===== config.mk =====
export PLATFORM = sky130hd
export DESIGN_NAME = tmr_ccchan
export DESIGN_NICKNAME = d
export VERILOG_FILES = /design/src/rtl/tmr_ccchan.sv
export SDC_FILE = /design/constraint.sdc
export NUM_CORES = 1
export LEC_CHECK = 0
export ABC_AREA = 1
export ABC_CLOCK_PERIOD_IN_PS = 1900
export BUFFER_PORTS_ARGS = -buffer_cell sky130_fd_sc_hd__buf_2
export CAP_MARGIN = 5
export CORE_MARGIN = 2
export CORE_UTILIZATION = 53
export CTS_BUF_LIST = sky130_fd_sc_hd__clkbuf_16
export CTS_CLUSTER_DIAMETER = 50
export CTS_CLUSTER_SIZE = 10
export DETAILED_ROUTE_END_ITERATION = 16
export HOLD_SLACK_MARGIN = 0.03
export PLACE_DENSITY = 0.8
export SYNTH_ARGS = -nofsm -noshare
export SYNTH_HDL_FRONTEND = slang
export SYNTH_SLANG_ARGS = --single-unit

===== constraint.sdc =====
create_clock -name clk -period 1.9 [get_ports clk]
set_input_delay 0.38 -clock clk [delete_from_list [all_inputs] [get_ports clk]]
set_output_delay 0.38 -clock clk [all_outputs]
set_load 0.03 [all_outputs]

===== src/rtl/tmr_ccchan.sv =====
module tmr_ccchan #(
  parameter int W = 16
) (
  input  logic         clk,
  input  logic         rst_n,
  input  logic [W-1:0] cnt_in,
  input  logic         upd_evt,
  input  logic [1:0]   dir_sel,
  input  logic [3:0]   oc_mode,
  input  logic         pre_en,
  input  logic         pol_inv,
  input  logic         ch_en,
  input  logic [1:0]   edge_sel,
  input  logic [1:0]   div_sel,
  input  logic         pin_self,
  input  logic         pin_nbr,
  input  logic         sw_wr,
  input  logic [W-1:0] sw_wdata,
  input  logic         sw_rd,
  input  logic         sw_clr_flag,
  input  logic         sw_clr_ovr,
  output logic [W-1:0] ccr_val,
  output logic         evt_flag,
  output logic         ovr_flag,
  output logic         oc_ref,
  output logic         ch_pin
);

  logic [2:0]   sy_self, sy_nbr;
  logic [2:0]   div_cnt, div_lim;
  logic [W-1:0] ccr_act, ccr_pre;
  logic         in_mode, sel_evt, evt_ok, cap_fire;
  logic         eq_now, eq_d, hit, set_flag, clr_flag;

  function automatic logic edge_ok(input logic r, input logic f, input logic [1:0] s);
    case (s)
      2'b00:   return r;
      2'b01:   return f;
      2'b11:   return r | f;
      default: return 1'b0;
    endcase
  endfunction

  assign in_mode = (dir_sel != 2'b00);

  // input synchronisers, one per pin
  always_ff @(posedge clk or negedge rst_n) begin
    if (!rst_n) begin
      sy_self <= '0;
      sy_nbr  <= '0;
    end else begin
      sy_self <= {sy_self[1:0], pin_self};
      sy_nbr  <= {sy_nbr[1:0], pin_nbr};
    end
  end

  always_comb begin
    case (dir_sel)
      2'b01:   sel_evt = edge_ok(sy_self[1] & ~sy_self[2], ~sy_self[1] & sy_self[2], edge_sel);
      2'b10:   sel_evt = edge_ok(sy_nbr[1] & ~sy_nbr[2], ~sy_nbr[1] & sy_nbr[2], edge_sel);
      default: sel_evt = 1'b0;
    endcase
  end

  assign evt_ok = sel_evt & ch_en;

  always_comb begin
    case (div_sel)
      2'b00:   div_lim = 3'd0;
      2'b01:   div_lim = 3'd1;
      2'b10:   div_lim = 3'd3;
      default: div_lim = 3'd7;
    endcase
  end

  assign cap_fire = evt_ok && (div_cnt == div_lim);

  always_ff @(posedge clk or negedge rst_n) begin
    if (!rst_n)                div_cnt <= '0;
    else if (!in_mode || !ch_en) div_cnt <= '0;
    else if (evt_ok)           div_cnt <= cap_fire ? 3'd0 : div_cnt + 3'd1;
  end

  // shared capture/compare register with shadow copy
  always_ff @(posedge clk or negedge rst_n) begin
    if (!rst_n) begin
      ccr_act <= '0;
      ccr_pre <= '0;
    end else begin
      if (!in_mode && sw_wr) ccr_pre <= sw_wdata;
      if (cap_fire)
        ccr_act <= cnt_in;
      else if (!in_mode) begin
        if (sw_wr && !pre_en)        ccr_act <= sw_wdata;
        else if (upd_evt && pre_en)  ccr_act <= ccr_pre;
      end
    end
  end

  assign ccr_val = ccr_act;

  // compare path
  assign eq_now = (cnt_in == ccr_act);
  assign hit    = !in_mode && eq_now && !eq_d;

  always_ff @(posedge clk or negedge rst_n) begin
    if (!rst_n) eq_d <= 1'b0;
    else        eq_d <= eq_now && !in_mode;
  end

  always_ff @(posedge clk or negedge rst_n) begin
    if (!rst_n)
      oc_ref <= 1'b0;
    else if (in_mode)
      oc_ref <= 1'b0;
    else begin
      case (oc_mode)
        4'b0001: if (hit) oc_ref <= 1'b1;
        4'b0010: if (hit) oc_ref <= 1'b0;
        4'b0011: if (hit) oc_ref <= ~oc_ref;
        4'b0100: oc_ref <= 1'b0;
        4'b0101: oc_ref <= 1'b1;
        4'b0110: oc_ref <= (cnt_in < ccr_act);
        4'b0111: oc_ref <= (cnt_in >= ccr_act);
        default: oc_ref <= oc_ref;
      endcase
    end
  end

  assign ch_pin = !in_mode && ch_en && (oc_ref ^ pol_inv);

  // flags
  assign set_flag = cap_fire | hit;
  assign clr_flag = sw_clr_flag | (sw_rd & in_mode);

  always_ff @(posedge clk or negedge rst_n) begin
    if (!rst_n) begin
      evt_flag <= 1'b0;
      ovr_flag <= 1'b0;
    end else begin
      if (set_flag)      evt_flag <= 1'b1;
      else if (clr_flag) evt_flag <= 1'b0;
      if (cap_fire && evt_flag) ovr_flag <= 1'b1;
      else if (sw_clr_ovr)      ovr_flag <= 1'b0;
    end
  end

  AST_RO_INPUT: assert property (@(posedge clk) disable iff (!rst_n)
    (in_mode && !cap_fire) |=> $stable(ccr_val));
  AST_FLAG_CLEAR: assert property (@(posedge clk) disable iff (!rst_n)
    (sw_clr_flag && !set_flag) |=> !evt_flag);
  AST_OVR_CAUSE: assert property (@(posedge clk) disable iff (!rst_n)
    $rose(ovr_flag) |-> ($past(evt_flag) && $past(cap_fire)));
  AST_FORCE_HIGH: assert property (@(posedge clk) disable iff (!rst_n)
    (!in_mode && oc_mode == 4'b0101) |=> oc_ref);
  AST_FORCE_LOW: assert property (@(posedge clk) disable iff (!rst_n)
    (!in_mode && oc_mode == 4'b0100) |=> !oc_ref);
  AST_INPUT_REF: assert property (@(posedge clk) disable iff (!rst_n)
    in_mode |=> !oc_ref);

endmodule


-- Yosys cells after proc, flatten, opt, wreduce, memory -nomap -nowiden
Index checks and enable logic that the tools add are counted.
- add/subtract/negate cells: 1
- $mul: 0
- div/mod/pow operators: 0
- magnitude comparators: 2
- eq/ne operators: 19
- shift operators: 0
- mux-type cells: 20
- bitwise operators: 16
- reduce and logical (&&, ||, !) cells: 24
- operators with widths (operator ; count):
    16-bit 2-to-1 mux ; 4
    16-bit equality test ; 1
    4-bit by 3-bit equality test with 1-bit output (second input constant) ; 4
    16-bit >= comparator ; 1
    16-bit less-than comparator ; 1
    1-bit logical AND ; 9
    3-bit 2-to-1 mux ; 3
    3-bit inequality test (second input constant) ; 3
    3-bit case mux with 3 select lines ; 1
    4-bit by 2-bit equality test with 1-bit output (second input constant) ; 2
    1-bit 2-to-1 mux ; 8
    2-bit nonzero test ; 4
    8-bit nonzero test ; 1
    1-bit case mux with 7 select lines ; 1
    1-bit bitwise AND ; 6
    2-bit by 1-bit equality test with 1-bit output (second input constant) ; 3
    2-bit equality test (second input constant) ; 3
    1-bit case mux with 3 select lines ; 2
    1-bit inverter ; 5
    4-bit by 1-bit equality test with 1-bit output (second input constant) ; 1
    1-bit logical NOT ; 4
    2-bit logical NOT ; 2
    1-bit bitwise OR ; 4
    4-bit AND reduction ; 1
    other kinds (8) ; 8
- register bits after elaboration: 45
- latch bits: 0
- bits in writable memories: 0
- memory bits (read-only): 0
- bits of input ports: 54
- logic and storage cells: 91
- memories: 0

-- Longest topological paths before layout
Gate-level depths: netlist of the first run.
- word-level depth: 10
- depth in mapped cells: 16
- depth with buffers taken out: 16

-- Worst setup path after synthesis of the first run
Ideal clock, no wire load.
- kind: input-to-output
- start: input port dir_sel[0]
- end: output port ch_pin
- arrival time: 1.480 ns
- required time: 1.520 ns
- setup slack: 0.040 ns
- stages: 4
- buffers on the path: 0
- cells stage by stage: inv_1 -> ha_1 -> o21ai_0 -> a211oi_1
- word-level cells in the longest chain between the ends: 4
- RTL lines (element ; line ; source):
    from (decl) ; 8 ; input logic [1:0] dir_sel,
    2-bit nonzero test ; 44 ; assign in_mode = (dir_sel != 2'b00);
    1-bit logical NOT ; 130 ; assign ch_pin = !in_mode && ch_en && (oc_ref ^ pol_inv);
    1-bit logical AND (2 in a row) ; 130 ;
    to (decl) ; 26 ; output logic ch_pin
No other way between the ends.

-- Final worst setup path of the first run
- start: register ccr_act[15] (netlist: ccr_val[15])
- end: register oc_ref
- word-level cells in the longest chain between the ends: 5
- elaborated cells between the ends (all ways): 11
- RTL lines (element ; line ; source):
    from (decl) ; 31 ; logic [W-1:0] ccr_act, ccr_pre;
    from (signal assigned) ; 92 ; ccr_act <= cnt_in;
    from (signal assigned) ; 94 ; if (sw_wr && !pre_en) ccr_act <= sw_wdata;
    from (signal assigned) ; 95 ; else if (upd_evt && pre_en) ccr_act <= ccr_pre;
    parallel branches: the longest is 5 deep, another holds 16-bit >= comparator ; - ;
    to (signal assigned) ; 120 ; 4'b0011: if (hit) oc_ref <= ~oc_ref;
    to (signal assigned) ; 123 ; 4'b0110: oc_ref <= (cnt_in < ccr_act);
    to (signal assigned) ; 124 ; 4'b0111: oc_ref <= (cnt_in >= ccr_act);
    to (decl) ; 25 ; output logic oc_ref,
Parallel ways; which one is timed is not known.
A chain may end at the register's enable or synchronous reset.

==> results.txt, run 1 <==
Antenna diodes: 0
largest net degree at the start of global routing: 38
Worst Hold Launch: pin_self
Slew @ Worst Pin: 576 ps
asr flop ratio synth: 100%
skew final: 3.88 ps
Post-Layout Inst Area: 3450 um2
EDFF count, synth: 0
I/O pin cnt: 74
type of the worst setup path: reg2reg
first-pass GRT wire length: 11600 um
largest fanout on the critical path: 3
routed length on met2: 3270 um
worst path cell trace: inv_1 -> ha_1 -> nand2_1 -> nor2_2 -> nand2_1 -> nor2_1 -> inv_1 -> nor2_2 -> nand3b_1 -> a21oi_1 -> nand2_1 -> nand2_1
Max Cap Violations: 0
synthesized instance count: 367
netlist area before placement: 2850 um2
Final Total Pwr: 2.99 mW
slowest CP cell: dfrtp_1
# port buffers: 73
cell mode on critical path: nand2_1
Slew Limit Fails: 0
crit start category: register
Max Fclk: 557 MHz
Seq/Total Area, Yosys: 39.5%
commonest register cell after synthesis: dfrtp_1
period utilization: 94.5%
Arrival @ worst endpoint: 2030 ps
Yosys top cell by area: dfrtp_1
final setup vio count: 0
total track usage: 24.3%
share of the synthesized area in the top cell type: 39.5%
GRT Residual Overflow: 0
routability cong.: 0.898
highest routed layer: met4
Clock Latency Late Sink: 290 ps
final non-filler cell total: 515
final setup margin: 105 ps
outcome: completed
synthesized flop and latch total: 45
Syn Area/Cell: 7.77 um2
clock transition at the registers of the reported paths: 60 ps
nets@finish: 522
total power per unit cell area: 865 nW/um2
width of the die: 77.3 um
WL met3: 415 um
vias in the first global route: 2515
drt initial violations: 208
Yosys warnings: 0
FP Rows: 26
Final Util: 67.2%
Final min period: 1800 ps
DRT met1 WL: 3030 um
Die H: 77.3 um
crit path from: ccr_val[15]$_DFFE_PN0P_
cell family with most CP delay: simple AND/OR/NAND/NOR gates
Filler Cells Inserted: 457
Critical Path End Type: register
synth top area cells: dfrtp_1, nand3_1, ha_1
number of antenna-violating nets in the routed design: 0
setup bufs post-CTS: 0
Starting Density: 55.5%
Placed Cells: 506
pre-CTS setup slack: 14.0 ps
via count: 2692
Worst VDD drop: 0.544 mV
leakage power: 1.85 nW
routed len/inst: 13.3 um
drt via density: 5.23
fraction of layout cells with a size suffix above 1: 23.1%
CTS H-tree depth: 2
initial antenna violation count: 0
Max-slew headroom: 61.6%
Clock Sink Count: 45
CORE AREA: 5140 um2
worst path bufs/invs: 2
post-synth cell types: 28
drt total wl: 6870 um
CTS tree: built
Post-Syn Nets: 445
DR pass1 iterations: 5
Max Buffers Root-to-Sink: 2
drc violations: 0
clk root buf: clkbuf_16
post-DP HPWL: 5030 um
WP data required: 2130 ps
worst min path class: in2reg
die area: 5980 um2
Critical Path Max Stage Delay: 390 ps
total CTS buffers: 5
Area growth syn-to-layout: 21.1%
placed cell areas: 3280 um2
Worst R2R Start: ccr_val[15]$_DFFE_PN0P_
Final Hold Vio Count: 0
[synth_stat cells (2+ instances only)]
library cell,number
o211ai_1,3
nand4_1,2
dfrtp_1,45
nand2_1,72
clkbuf_8,2
buf_6,3
clkbuf_1,6
nand3_2,5
ha_1,24
o21ai_0,37
inv_1,57
nand3_1,69
nor2_1,18
a21oi_1,9
inv_2,2
[worst paths after layout]
path / to / slack (ps) / depth (start not counted)
max: oc_ref$_DFFE_PN0P_ / 100 / 12
min: sy_self[0]$_DFF_PN0_ / 190 / 1
max reg2reg: oc_ref$_DFFE_PN0P_ / 100 / 12
min reg2reg: sy_self[1]$_DFF_PN0_ / 350 / 0
max in group asynchronous: ccr_pre[2]$_DFFE_PN0P_ / 910 / 3
min in group asynchronous: ccr_pre[15]$_DFFE_PN0P_ / 520 / 2
[per-layer routing]
layer / vias to the layer above / track usage [%]
met5: - / 0
met4: 0 / 8.75
met3: 14 / 4.77
met2: 98 / 39.0
met1: 1222 / 33.0
li1: 1358 / -
[stage by stage]
| stage | TNS [ps] | hold slack, ps |
|---|---|---|
| 6_report | 0 | 192 |
| 5_1_grt | -23.5 | 185 |
| 4_1_cts | 0 | 192 |
| 3_5_place_dp | 0 | 285 |
| 3_3_place_gp | 0 | 279 |
| 2_1_floorplan | 0 | 84.4 |
[sequential cells by signal (all words and copies together), names as in the netlist]
register / count
ccr_pre: 16
ccr_val: 16
div_cnt: 3
eq_d: 1
evt_flag: 1
oc_ref: 1
ovr_flag: 1
sy_nbr: 3
sy_self: 3
[placed cells by master (no fill, tap or decap), types with 2 or more instances in the layout]
master / n
o21ai_0: 37
nand2_1: 71
nand3_2: 5
o211ai_1: 3
nand3_1: 69
ha_1: 24
buf_4: 8
a21oi_1: 9
inv_2: 2
buf_2: 73
inv_1: 58
nand4_1: 2
dfrtp_1: 45
nor2_2: 2
clkbuf_16: 5
nor2_1: 16
clkinvlp_4: 2
[logic make-up (layout without fill, tap and decap cells)]
group	after synthesis	after routing	synth area share [%]
DFF	45	45	39.5
adders and majority gates	24	24	10.5
AOI/OAI and AO/OA	58	58	11.8
and+or+nand+nor	168	168	26.8
buffers and inverters	72	150	11.3
[power breakdown]
part / switching [mW] / internal (mW)
Combinational: 0.589 / 0.337
Clock: 0.374 / 0.482
Sequential: 0.101 / 1.10
[area by class of cell]
type	instances	area, um2	share of cell area [%]
Multi-Input combinational cell	250	1420	41.1
Sequential cell	45	1130	32.6
Timing Repair Buffer	83	455	13.2
Inverter	59	221	6.42
Clock buffer	5	125	3.62
Tap cell	70	87.6	2.54
Clock inverter	3	18.8	0.544
[repair_timing]
item / CTS / global route
endpoints found under the setup margin: 0 / 21
hold buffers: 1 / 0
hold endpoints to repair: 11 / 0
resized for setup: 0 / 4
Power figures use the tool's default switching activity.
==> run 2, diff against run 1 <==
--- a/config.mk
+++ b/config.mk
@@ -10,13 +10,13 @@
 export BUFFER_PORTS_ARGS = -buffer_cell sky130_fd_sc_hd__buf_2
 export CAP_MARGIN = 5
 export CORE_MARGIN = 2
-export CORE_UTILIZATION = 53
+export CORE_UTILIZATION = 40
 export CTS_BUF_LIST = sky130_fd_sc_hd__clkbuf_16
 export CTS_CLUSTER_DIAMETER = 50
 export CTS_CLUSTER_SIZE = 10
 export DETAILED_ROUTE_END_ITERATION = 16
 export HOLD_SLACK_MARGIN = 0.03
-export PLACE_DENSITY = 0.8
+export MAX_ROUTING_LAYER = met4
 export SYNTH_ARGS = -nofsm -noshare
 export SYNTH_HDL_FRONTEND = slang
 export SYNTH_SLANG_ARGS = --single-unit
==> run 2 against run 1 <==
Net effect:
- first-iteration DRC count decreased by 39%
- global-route usage fell by 5.9 points
- clock skew fell by 0.67 ps
- count of clock-buffer cells in the layout stayed put
- critical endpoint is now ch_pin
- largest power group unchanged
- via count down 7.2%
- final cell count grew 4.7%
- maximum frequency about the same
==> results.txt, run 2 (synthesized netlist as in run 1, its figures left out) <==
Final Hold Vio Count: 0 (unchanged)
nets@finish: 520 (-0.38%)
first-pass GRT wire length: 10800 um (-7.5%)
total track usage: 18.4% (-5.9 points)
FP Rows: 30 (+15%)
Slew @ Worst Pin: 592 ps (+16.2 ps)
most frequent cells in the layout: buf_2, nand2_1, nand3_1
Filler Cells Inserted: 690 (+51%)
RSZ-0062 raised after global routing: no
Post-Layout Inst Area: 3460 um2 (+0.15%)
drt initial violations: 127 (-39%)
Max Fclk: 557 MHz (about the same)
Final Total Pwr: 2.95 mW (-1.3%)
drt total wl: 6620 um (-3.7%)
period utilization: 94.5% (about the same)
fraction of layout cells with a size suffix above 1: 23.5% (+0.33 points)
CTS H-tree depth: 2 (unchanged)
leakage power: 1.83 nW (-0.62%)
largest fanout on the critical path: 5 (+2)
initial antenna violation count: 0 (unchanged)
largest net degree at the start of global routing: 46 (+21%)
Final Hold Slack: 179 ps (-12.9 ps)
Die H: 88.4 um (+14%)
DR pass1 iterations: 5 (unchanged)
width of the die: 88.4 um (+14%)
Starting Density: 41.7% (-14 points)
Max Cap Violations: 0 (unchanged)
drc violations: 0 (unchanged)
crit path from: dir_sel[0]
number of antenna-violating nets in the routed design: 0 (unchanged)
total CTS buffers: 5 (unchanged)
Max Buffers Root-to-Sink: 2 (unchanged)
drt via density: 4.64 (-11%)
CTS tree: built
skew final: 3.21 ps (-0.670 ps)
die area: 7820 um2 (+31%)
Slew Limit Fails: 0 (unchanged)
Clock Latency Late Sink: 280 ps (about the same)
Arrival @ worst endpoint: 1420 ps (-610 ps)
clock transition at the registers of the reported paths: 60 ps (about the same)
Final Util: 50.6% (-17 points)
outcome: completed
CORE AREA: 6830 um2 (+33%)
via count: 2499 (-7.2%)
routability cong.: 0.854 (-4.9%)
final setup vio count: 0 (unchanged)
Max-slew headroom: 60.5% (-1.0 points)
total power per unit cell area: 853 nW/um2 (-1.4%)
most common cell after layout, fill and taps aside: buf_2
Final min period: 1800 ps (+0.698 ps)
# port buffers: 73 (unchanged)
GRT Residual Overflow: 0 (unchanged)
setup slack, reg-to-reg: 190 ps (+90 ps)
type of the worst setup path: in2out
cts hold-fix bufs: 0 (-1)
Area growth syn-to-layout: 21.3%
Antenna diodes: 0 (unchanged)
I/O pin cnt: 74 (unchanged)
clk root buf: clkbuf_16
vias in the first global route: 2329 (-7.4%)
post-DP HPWL: 4930 um (-2.0%)
Clock Sink Count: 45 (unchanged)
setup TNS: 0 ps (unchanged)
routed len/inst: 12.3 um (-8.0%)
worst min path class: in2async
crit start category: primary input
placed cell areas: 3290 um2 (+0.15%)
WP data required: 1520 ps (-610 ps)
Critical Path End Type: primary output
Worst R2R Start: ccr_val[7]$_DFFE_PN0P_
Worst VDD drop: 0.402 mV (-26%)
[run 2: changes by cell type in the layout (fill, tap and decap cells not counted), sizes merged]
cell	before	now
clkinv	0	2
buf	82	81
inv	60	59
dlygate4sd3	1	0
clkinvlp	2	1
[run 2: area by class of cell]
class,instances,area [um2],share of cell area (%)
Inverter,59,221,6.41
Clock buffer,5,125,3.62
Tap cell,96,120,3.47
Clock inverter,3,17.5,0.507
Timing Repair Buffer,81,425,12.3
Sequential cell,45,1130,32.6
Multi-Input combinational cell,250,1420,41.1
[run 2: critical path, stage by stage]
cell      delay (ps)
buf_2            110
inv_1             80
ha_1             300
o21ai_0          130
a211oi_1         180
buf_2            230
[run 2: where the power goes]
part	internal, mW	total, mW	switching, mW
Clock	0.482	0.847	0.364
Combinational	0.331	0.899	0.568
Sequential	1.10	1.20	0.0994
[run 2: repair_timing]
item / CTS / global route
setup endpoints to repair: 0 / 21
setup buffers: 0 / 1
gates resized for setup: 0 / 5
[run 2: final timing paths]
check                                         end  cells past startpoint
min in group clk              sy_nbr[0]$_DFF_PN0_                      1
max in group asynchronous  ccr_pre[6]$_DFFE_PN0P_                      2
setup / recovery                           ch_pin                      6
hold / removal               sy_self[1]$_DFF_PN0_                      2
hold reg to reg               sy_nbr[1]$_DFF_PN0_                      0
setup reg to reg               oc_ref$_DFFE_PN0P_                     12
[run 2: metal layers]
metal  routed length (um)  global-route usage, %
met3                  270                   2.99
met4                   85                   5.92
met2                 2930                   27.8
met5                    0                      -
met1                 3330                   25.4
[run 2: metrics by stage]
step | worst slack, ps | std cells
2_1_floorplan | 40.3 | 367
3_3_place_gp | 46.1 | 530
3_5_place_dp | -37.9 | 530
4_1_cts | 60.5 | 538
5_1_grt | 19.6 | 539
6_report | 104 | 539
==> run 3, diff against run 2 <==
--- a/config.mk
+++ b/config.mk
@@ -11,12 +11,12 @@
 export CAP_MARGIN = 5
 export CORE_MARGIN = 2
 export CORE_UTILIZATION = 40
-export CTS_BUF_LIST = sky130_fd_sc_hd__clkbuf_16
 export CTS_CLUSTER_DIAMETER = 50
 export CTS_CLUSTER_SIZE = 10
 export DETAILED_ROUTE_END_ITERATION = 16
 export HOLD_SLACK_MARGIN = 0.03
 export MAX_ROUTING_LAYER = met4
+export SKIP_CTS_REPAIR_TIMING = 1
 export SYNTH_ARGS = -nofsm -noshare
 export SYNTH_HDL_FRONTEND = slang
 export SYNTH_SLANG_ARGS = --single-unit
==> run 3 against run 2 <==
Net effect:
- utilization decreased by 0.82 points
- register-to-register slack about the same
- highest routed layer unchanged
- flip-flop and latch count unchanged
- hold slack got worse by 17 ps
==> results.txt, run 3 (synthesized netlist as in run 1, its figures left out) <==
total CTS buffers: 5 (unchanged)
I/O pin cnt: 74 (unchanged)
final setup margin: 97.6 ps (-6.32 ps)
Final Util: 49.8% (-0.82 points)
FP Rows: 30 (unchanged)
post-DP HPWL: 4930 um (unchanged)
DR pass1 iterations: 4 (-1)
switch share: 37.2% (+2.2 points)
initial antenna violation count: 0 (unchanged)
final setup vio count: 0 (unchanged)
Worst VDD drop: 0.310 mV (-23%)
most common cell after layout, fill and taps aside: buf_2
Post-Layout Inst Area: 3400 um2 (-1.6%)
# port buffers: 73 (unchanged)
Power Internal: 1.69 mW (-12%)
Max-slew headroom: 60.4% (-0.077 points)
routability cong.: 0.854 (unchanged)
Slew @ Worst Pin: 593 ps (+1.16 ps)
Final Hold Slack: 162 ps (-17.1 ps)
Area growth syn-to-layout: 19.3%
RSZ-0062 raised after global routing: no
pre-CTS setup slack: -37.9 ps (unchanged)
Comb pwr share: 33.5% (+3.0 points)
largest net degree at the start of global routing: 46 (unchanged)
Final min period: 1800 ps (+6.32 ps)
final non-filler cell total: 539 (unchanged)
placed cell areas: 3290 um2 (unchanged)
vias in the first global route: 2327 (-0.086%)
first-pass GRT wire length: 10700 um (-0.20%)
Placed Cells: 530 (unchanged)
outcome: completed
fraction of layout cells with a size suffix above 1: 23.5% (unchanged)
die area: 7820 um2 (unchanged)
period utilization: 94.9% (+0.33 points)
type of the worst setup path: in2out
Die H: 88.4 um (unchanged)
worst min path class: in2async
total track usage: 18.3% (-0.081 points)
total power per unit cell area: 790 nW/um2 (-7.4%)
Slew Limit Fails: 0 (unchanged)
via count: 2514 (+0.60%)
nets@finish: 520 (unchanged)
Max Fclk: 555 MHz (-0.35%)
Max Cap Violations: 0 (unchanged)
Arrival @ worst endpoint: 1420 ps (about the same)
drt initial violations: 148 (+17%)
WP data required: 1520 ps (about the same)
Final Total Pwr: 2.69 mW (-8.9%)
register area: 1130 um2 (unchanged)
routed len/inst: 12.2 um (-0.33%)
crit start category: primary input
Starting Density: 41.7% (unchanged)
multi-input logic area: 1420 um2 (unchanged)
skew final: 5.56 ps (+2.36 ps)
Clock Latency Late Sink: 300 ps (+20 ps)
Clock Sink Count: 45 (unchanged)
drt total wl: 6600 um (-0.33%)
number of antenna-violating nets in the routed design: 0 (unchanged)
clock power share: 21.8% (-6.9 points)
Antenna diodes: 0 (unchanged)
drc violations: 0 (unchanged)
Psw: 1000 uW (-3.1%)
drt via density: 4.66 (+0.60%)
CTS H-tree depth: 2 (unchanged)
Max Buffers Root-to-Sink: 2 (unchanged)
CORE AREA: 6830 um2 (unchanged)
largest fanout on the critical path: 5 (unchanged)
Flop pwr share: 44.7% (+3.9 points)
GRT Residual Overflow: 0 (unchanged)
leakage power: 1.81 nW (-1.4%)
most frequent cells in the layout: buf_2, nand2_1, nand3_1
Filler Cells Inserted: 696 (+0.87%)
clock transition at the registers of the reported paths: 90 ps (+30 ps)
CTS tree: built
Critical Path End Type: primary output
clk root buf: clkbuf_8
setup TNS: 0 ps (unchanged)
Final Hold Vio Count: 0 (unchanged)
width of the die: 88.4 um (unchanged)
-- run 3: area by class of cell --
cell class | count | area share (%)
clock buffers | 5 | 2.02
clock inverters | 3 | 0.515
inverters | 59 | 6.51
multi-input cells | 250 | 41.8
flip-flops and latches | 45 | 33.1
well taps | 96 | 3.53
repair buffers | 81 | 12.5
-- run 3: power by group through the flow --
| stage | Combinational, mW | Sequential (mW) | Clock, mW |
|---|---|---|---|
| final | 0.899 | 1.20 | 0.586 |
| after global routing | 1.03 | 1.22 | 0.652 |
| after CTS | 0.896 | 1.20 | 0.615 |
| after detailed placement | 0.893 | 1.22 | 0 |
| after global placement | 0.881 | 1.22 | 0 |
| after floorplan | 0.443 | 1.37 | 0 |
-- run 3: layer usage --
metal | vias to the layer above | track usage (%) | share of wire (%)
li1 | 1350 | - | -
met1 | 1094 | 25.3 | 51
met2 | 64 | 27.8 | 44
met3 | 6 | 3.26 | 4.2
met4 | 0 | 5.10 | 1.2
met5 | - | - | 0
-- run 3: critical path, cell delays in order --
cell and delay, ps:
buf_2 110, inv_1 80, ha_1 300, o21ai_0 130
a211oi_1 180, buf_2 230
-- run 3: path summary, 6_finish.rpt --
kind	from	endpoint	slack [ps]	depth (start not counted)
min in group clk	pin_nbr	sy_nbr[0]$_DFF_PN0_	180	1
hold reg to reg	sy_nbr[0]$_DFF_PN0_	sy_nbr[1]$_DFF_PN0_	360	0
hold / removal	rst_n	sy_self[1]$_DFF_PN0_	160	2
setup / recovery	dir_sel[0]	ch_pin	100	6
setup reg to reg	ccr_val[7]$_DFFE_PN0P_	oc_ref$_DFFE_PN0P_	180	12
max in group asynchronous	rst_n	ccr_pre[1]$_DFFE_PN0P_	1330	2
